`src/rtl/gtmr_pkg.sv`:
```
package gtmr_pkg;
  typedef struct packed {
    logic inc;
    logic load;
    logic ovfClr;
  } gtmr_strobe_t;
endpackage

```
`src/rtl/gtmr_ctrl.sv`:
```
module gtmr_ctrl
  import gtmr_pkg::*;
#(
  parameter int SYNC_N = 2
) (
  input  logic         clk,
  input  logic         rstN,
  input  logic         cfgWe,
  input  logic         cfgOn,
  input  logic         cfgGateEn,
  input  logic         cfgInvert,
  input  logic         cfgToggle,
  input  logic         cfgSingle,
  input  logic         armSet,
  input  logic         irqClr,
  input  logic         ovfClr,
  input  logic         cntWe,
  input  logic         cntStrobe,
  input  logic         gateIn,
  output gtmr_strobe_t strobes,
  output logic         gateLevel,
  output logic         armBusy,
  output logic         gateIrq
);
  logic onQ, gateEnQ, invQ, tglQ, singleQ;
  logic [SYNC_N-1:0] syncQ;
  logic polGate, polPrev, togQ, tgGate, tgPrev;
  logic shotActive, goQ, qualGate, qualPrev, irqQ;
  logic leadEdge, trailEdge;

  always_ff @(posedge clk or negedge rstN) begin
    if (!rstN) begin
      onQ <= 1'b0; gateEnQ <= 1'b0; invQ <= 1'b0; tglQ <= 1'b0; singleQ <= 1'b0;
    end else if (cfgWe) begin
      onQ <= cfgOn; gateEnQ <= cfgGateEn; invQ <= cfgInvert;
      tglQ <= cfgToggle; singleQ <= cfgSingle;
    end
  end

  generate
    if (SYNC_N == 1) begin : g_sync1
      always_ff @(posedge clk or negedge rstN) begin
        if (!rstN) syncQ <= '0;
        else       syncQ <= gateIn;
      end
    end else begin : g_syncN
      always_ff @(posedge clk or negedge rstN) begin
        if (!rstN) syncQ <= '0;
        else       syncQ <= {syncQ[SYNC_N-2:0], gateIn};
      end
    end
  endgenerate

  assign polGate = syncQ[SYNC_N-1] ^ invQ;
  assign tgGate  = tglQ ? togQ : polGate;

  // one-shot qualification: opens on an armed leading edge, shuts on trailing edge
  assign leadEdge  = goQ && tgGate && !tgPrev;
  assign trailEdge = shotActive && !tgGate;
  assign qualGate  = singleQ ? (tgGate && (shotActive || leadEdge)) : tgGate;

  always_ff @(posedge clk or negedge rstN) begin
    if (!rstN) begin
      polPrev <= 1'b0; togQ <= 1'b0; tgPrev <= 1'b0;
      shotActive <= 1'b0; goQ <= 1'b0; qualPrev <= 1'b0; irqQ <= 1'b0;
    end else begin
      polPrev  <= polGate;
      tgPrev   <= tgGate;
      qualPrev <= qualGate;
      if (onQ && tglQ) togQ <= togQ ^ (polGate && !polPrev);
      else             togQ <= 1'b0;

      if (!singleQ)       shotActive <= 1'b0;
      else if (trailEdge) shotActive <= 1'b0;
      else if (leadEdge)  shotActive <= 1'b1;

      if (cfgWe && !cfgSingle)   goQ <= 1'b0;
      else if (armSet && singleQ) goQ <= 1'b1;
      else if (singleQ && trailEdge) goQ <= 1'b0;

      if (gateEnQ && qualPrev && !qualGate) irqQ <= 1'b1;
      else if (irqClr)                      irqQ <= 1'b0;
    end
  end

  always_comb begin
    strobes.load   = cntWe;
    strobes.inc    = cntStrobe && onQ && (!gateEnQ || qualGate);
    strobes.ovfClr = ovfClr;
  end

  assign gateLevel = qualGate;
  assign armBusy   = goQ;
  assign gateIrq   = irqQ;
endmodule

```
`src/rtl/gtmr_dp.sv`:
```
module gtmr_dp
  import gtmr_pkg::*;
#(
  parameter int W = 16
) (
  input  logic         clk,
  input  logic         rstN,
  input  gtmr_strobe_t strobes,
  input  logic [W-1:0] loadVal,
  output logic [W-1:0] count,
  output logic         ovf
);
  localparam logic [W-1:0] MaxVal = {W{1'b1}};

  always_ff @(posedge clk or negedge rstN) begin
    if (!rstN) begin
      count <= '0;
      ovf   <= 1'b0;
    end else begin
      if (strobes.load)     count <= loadVal;
      else if (strobes.inc) count <= count + 1'b1;

      if (!strobes.load && strobes.inc && count == MaxVal) ovf <= 1'b1;
      else if (strobes.ovfClr)                             ovf <= 1'b0;
    end
  end
endmodule

```
`src/rtl/gate_timer.sv`:
```
module gate_timer
  import gtmr_pkg::*;
#(
  parameter int W      = 16,
  parameter int SYNC_N = 2
) (
  input  logic         clk,
  input  logic         rstN,
  input  logic         cfgWe,
  input  logic         cfgOn,
  input  logic         cfgGateEn,
  input  logic         cfgInvert,
  input  logic         cfgToggle,
  input  logic         cfgSingle,
  input  logic         armSet,
  input  logic         irqClr,
  input  logic         ovfClr,
  input  logic         cntWe,
  input  logic [W-1:0] cntWdata,
  input  logic         gateIn,
  input  logic         cntStrobe,
  output logic [W-1:0] cntValue,
  output logic         gateLevel,
  output logic         armBusy,
  output logic         gateIrq,
  output logic         ovfFlag
);
  gtmr_strobe_t strobes;

  gtmr_ctrl #(.SYNC_N(SYNC_N)) u_ctrl (
    .clk(clk), .rstN(rstN), .cfgWe(cfgWe), .cfgOn(cfgOn), .cfgGateEn(cfgGateEn),
    .cfgInvert(cfgInvert), .cfgToggle(cfgToggle), .cfgSingle(cfgSingle),
    .armSet(armSet), .irqClr(irqClr), .ovfClr(ovfClr), .cntWe(cntWe),
    .cntStrobe(cntStrobe), .gateIn(gateIn), .strobes(strobes),
    .gateLevel(gateLevel), .armBusy(armBusy), .gateIrq(gateIrq)
  );

  gtmr_dp #(.W(W)) u_dp (
    .clk(clk), .rstN(rstN), .strobes(strobes), .loadVal(cntWdata),
    .count(cntValue), .ovf(ovfFlag)
  );
endmodule

```
`config.mk`:
```
export PLATFORM = sky130hd
export DESIGN_NAME = gate_timer
export DESIGN_NICKNAME = d
export VERILOG_FILES = /design/src/rtl/gtmr_pkg.sv /design/src/rtl/gtmr_ctrl.sv /design/src/rtl/gtmr_dp.sv /design/src/rtl/gate_timer.sv
export SDC_FILE = /design/constraint.sdc
export NUM_CORES = 1
export LEC_CHECK = 0
export ABC_AREA = 1
export ABC_CLOCK_PERIOD_IN_PS = 1500
export BUFFER_PORTS_ARGS = -buffer_cell sky130_fd_sc_hd__buf_2
export CORE_MARGIN = 3
export CORE_UTILIZATION = 47
export CTS_CLUSTER_DIAMETER = 30
export CTS_CLUSTER_SIZE = 28
export DETAILED_ROUTE_END_ITERATION = 7
export PLACE_DENSITY = 0.74
export SYNTH_ARGS = -nofsm -noshare
export SYNTH_HDL_FRONTEND = slang
export SYNTH_SLANG_ARGS = --single-unit
```
`constraint.sdc`:
```
create_clock -name clk -period 1.5 [get_ports clk]
set_clock_uncertainty 0.2 [all_clocks]
set_input_delay 0.15 -clock clk [delete_from_list [all_inputs] [get_ports clk]]
set_output_delay 0.15 -clock clk [all_outputs]
set_load 0.01 [all_outputs]
```
==> metrics list <==
- CP Max Fanout: 2
- Count of cell types in the netlist: 26
- Summing the areas of all compound-gate instances in the mapped netlist gives 6.393% of the synthesized area.
- The first detailed-routing pass ran for 4 iterations.
- Violations in the final reports: negative setup slack
* Worst reg-to-reg path cell count: 10
* Post-synthesis net count: 278
- # Max-Cap Violations: 0
- Proportion of synthesized flip-flops having asynchronous set or reset: 100.0%
* Clock Tree Buf Depth: 2
- Synthesis warning total: 0
- Worst Max-Slew Pin Slew: 0.4192 ns
- The endpoint identified for the worst register-to-register timing path is u_dp.count[15].
* Cells taking the most area after synthesis: sky130_fd_sc_hd__dfrtp_1 (43%), sky130_fd_sc_hd__nand2_1 (16%), sky130_fd_sc_hd__nand3_1 (12%)
* Cell Area, Placed: 2277 µm²
* Total wire length: 5903 µm
- Max_slew headroom: 72.02%
* Worst hold path class: in2reg
- After Yosys synthesis, full adders, half adders and majority gates account for 0.6949% of the synthesized area.
- Area fraction of the dominant cell type after synthesis: 43.09%
* Number of synthesized flops with an enable pin: 0
* Dominant register cell in the synthesized netlist: sky130_fd_sc_hd__dfrtp_1
- Io pins: 50
- Critical R2R Launch: u_ctrl.syncQ[1]
- At the worst endpoint, the arrival time is 1.26 ns.
* Number of global-route vias before repair: 1993
- The number of endpoints with negative hold slack in the final report came to 0.
- CP endpoint kind: primary output
- Growth of design area from synthesis to finish: 68.24%
* Worst Path Required: 1.15 ns
- Overflow after GRT: 0
- Summing the areas of all xor and xnor instances in the mapped netlist gives 1.946% of the synthesized area.
- On the final layout, the worst hold slack is 0.06101 ns.
- The synthesized design contains 31 register bits.
- The clock drives 31 sinks.
* Initial antenna violation count: 0
* Most common cell in the synthesized netlist: sky130_fd_sc_hd__nand2_1
- The analysis attributes to cell leakage a power of 0.001518 µW.
- For the worst-skew pair, the clock arrives at the later sink with an insertion delay of 0.30 ns.
- Crit path buffers/inverters: 4
- Register-to-Register Setup Slack: -0.09 ns
- Detailed placement finished with a half-perimeter wire length of 3345 µm.
* Share of cells above drive strength 1: 44.69%
- Sort of element at the start of the critical path: flip-flop
- Total setup violations reported at the end of the flow: 18
- Netlist Area Pre-Place: 1800 µm²
- The first routing iteration left 138 violations.
- # port buffers: 49
* Hold path depth: 5
- 0 antenna diodes ended up in the layout.
- By area, the combinational part of the netlist is dominated by simple AND/OR/NAND/NOR gates.
* Global-route wire length before repair: 9094 µm
- The die covers 4610 µm².
- Share of the clock period used by the worst path after layout: 107.1%
* Vias/cell: 5.243
- Clk slew on worst S/H paths: 0.08 ns
- Final Critical Period: 1.607 ns
- Source of the worst hold timing path: cntWdata[3]
* Horizontal extent of the die: 67.90 µm
- Dividing total power by cell area gives a power density of 926.0 nW/µm².
- Entering global routing, the biggest net connects 32 pins.
- Total design power: 2805 µW
- IR analysis of the VDD net gives a maximum drop of 0.0005879 V.
- After detailed routing, the number of remaining DRC violations is 0.
- Achievable clock frequency: 0.6224 GHz
* Cell accounting for the most synthesized area: sky130_fd_sc_hd__dfrtp_1
- In the post-route analysis, the smallest setup slack over all paths is -0.1068 ns.
- Worst-path cell with the longest stage delay: sky130_fd_sc_hd__dfrtp_1
- The commonest cells after synthesis are sky130_fd_sc_hd__nand2_1 (78), sky130_fd_sc_hd__nand3_1 (44), sky130_fd_sc_hd__dfrtp_1 (31), sky130_fd_sc_hd__inv_1 (25), sky130_fd_sc_hd__nor2_1 (16).
- Share of synthesized area spent on multiplexers: 0%
- Global routing used 26.50% of the available tracks.
* Average cell area after synthesis: 7.289 µm²
* Hold Path Sink: u_dp.count[3]
- Buffers inserted during clock tree synthesis total 5.
* Final standard cell count with taps included and fillers excluded: 404
- In the final routed layout, each cell accounts on average for 14.61 µm.
- NumNets Final: 388
- The tree is rooted in a sky130_fd_sc_hd__clkbuf_8.
- Placeable core region: 3521 µm²
- Critical Path, Cell by Cell: inv_2, nand2_2, nand3_4, nand3_4, buf_6, inv_4, buf_6
- Weighted congestion reported at the end of routability-driven placement: 0.8772
- The floorplan has 21 rows.
* Initial cell density of the core: 51.14%
* Worst path max stage delay: 0.40 ns
- In this run the vertical extent of the chip is 67.90 µm.
- The worst setup path is of the reg2out kind.
* Worst setup slack before clock tree synthesis: -0.02628 ns
- CTS H-Tree Depth: 2
- Counting tap cells, the placed design contains a total of 362 instances.
- The routed layout has 2118 vias.
- Synthesis produced a netlist whose cell count is 247.
- After synthesis, flip-flops and latches occupy 43.09% of the total area.
* Number of nets still failing antenna checks after routing: 0
* Simple-Gate Fraction of Synth Area: 39.96%
* Unrepaired setup endpoints after global routing: yes
- The final max-slew violation count came to 0.
- With fillers left out, the area of the finished cells amounts to 3029 µm².
- CTS tree: built
- The run finished, with violations left.
* Cell class contributing the biggest share of worst-path delay: flip-flops
* FILL cells: 199
[registers in the layout, summed over array words and instances (netlist names)]
register,flops
u_ctrl.onQ,1
u_ctrl.polPrev,1
u_ctrl.armBusy,1
u_ctrl.qualPrev,1
u_dp.ovf,1
u_ctrl.shotActive,1
u_ctrl.gateIrq,1
u_ctrl.togQ,1
u_dp.count,16
u_ctrl.singleQ,1
u_ctrl.syncQ,2
u_ctrl.tgPrev,1
u_ctrl.gateEnQ,1
u_ctrl.tglQ,1
u_ctrl.invQ,1
[per-layer routing]
metal | global-route usage (%) | part of all wire, %
met1 | 33.71 | 39
met5 | 0 | 0
met3 | 5.911 | 7.5
met2 | 44.47 | 51
met4 | 8.933 | 1.8
[layout by cell type (no fill, tap or decap), types with 5 or more instances in the layout]
| cell | n |
|---|---|
| sky130_fd_sc_hd__buf_6 | 8 |
| sky130_fd_sc_hd__nand2_2 | 8 |
| sky130_fd_sc_hd__inv_2 | 5 |
| sky130_fd_sc_hd__nor2_2 | 6 |
| sky130_fd_sc_hd__o21ai_1 | 7 |
| sky130_fd_sc_hd__buf_2 | 48 |
| sky130_fd_sc_hd__clkbuf_8 | 5 |
| sky130_fd_sc_hd__nor2_1 | 11 |
| sky130_fd_sc_hd__dlygate4sd3_1 | 28 |
| sky130_fd_sc_hd__inv_1 | 21 |
| sky130_fd_sc_hd__o21ai_0 | 6 |
| sky130_fd_sc_hd__dfrtp_1 | 25 |
| sky130_fd_sc_hd__buf_4 | 24 |
| sky130_fd_sc_hd__nand2_1 | 71 |
| sky130_fd_sc_hd__dfrtp_2 | 6 |
| sky130_fd_sc_hd__nand3_2 | 29 |
| sky130_fd_sc_hd__nand3_1 | 13 |
[cell type report]
| class | instances | area (µm²) | area share [%] |
|---|---|---|---|
| clock buffers | 5 | 68.82 | 2.272 |
| clock inverters | 3 | 43.79 | 1.446 |
| inverters | 27 | 103.9 | 3.428 |
| multi-input cells | 183 | 1161 | 38.33 |
| flip-flops and latches | 31 | 783.3 | 25.86 |
| well taps | 46 | 57.56 | 1.900 |
| repair buffers | 109 | 810.8 | 26.77 |
[cell families (layout without fill, tap and decap cells)]
kind of cell	after synthesis	after routing
flops	31	31
compound gates	20	20
fa+ha+maj	1	1
buf+inv	33	144
xor+xnor	4	4
simple gates	158	158
[worst register-to-register path: stages, from the launching register on]
cell and delay, ns:
sky130_fd_sc_hd__dfrtp_1 0.40, sky130_fd_sc_hd__inv_2 0.06, sky130_fd_sc_hd__nand2_2 0.06, sky130_fd_sc_hd__nand3_4 0.10, sky130_fd_sc_hd__nand3_4 0.08, sky130_fd_sc_hd__buf_6 0.14
sky130_fd_sc_hd__nand2_4 0.08, sky130_fd_sc_hd__nand2_8 0.08, sky130_fd_sc_hd__buf_12 0.16, sky130_fd_sc_hd__nand3_2 0.06, sky130_fd_sc_hd__nand3_2 0.05
[report_power, final]
group	total, µW	leakage, µW	internal [µW]	switching, µW
clock	845	0.0000581	494	350
sequential	1050	0.000376	937	117
combinational	906	0.00108	429	477
total	2800	0.00152	1860	944
[repair_timing]
action,in CTS,in global routing
hold endpoints to repair,55,2
buffers inserted,3,3
setup endpoints to repair,12,21
gates cloned,0,0
gates resized for setup,39,39
hold buffers,29,2
pin swaps,15,9
[stage by stage]
stage / TNS [ns] / utilization (%)
2_1_floorplan: -0.02081 / -
3_3_place_gp: -0.03179 / 64.68
3_5_place_dp: -0.08906 / 64.68
4_1_cts: -0.7362 / 81.88
5_1_grt: -2.288 / 86.03
6_report: -1.231 / 86.03
[worst max path at each step]
| stage | startpoint | end | depth (start not counted) |
|---|---|---|---|
| floorplan | u_dp.count[1] | u_dp.count[12] | 8 |
| global placement | u_dp.count[2] | u_dp.count[15] | 7 |
| detailed placement | u_dp.count[2] | u_dp.count[15] | 7 |
| CTS | u_ctrl.syncQ[1] | gateLevel | 7 |
| global route | u_dp.count[0] | u_dp.count[8] | 9 |
| finish | u_ctrl.syncQ[1] | gateLevel | 7 |
Power figures use the tool's default switching activity.
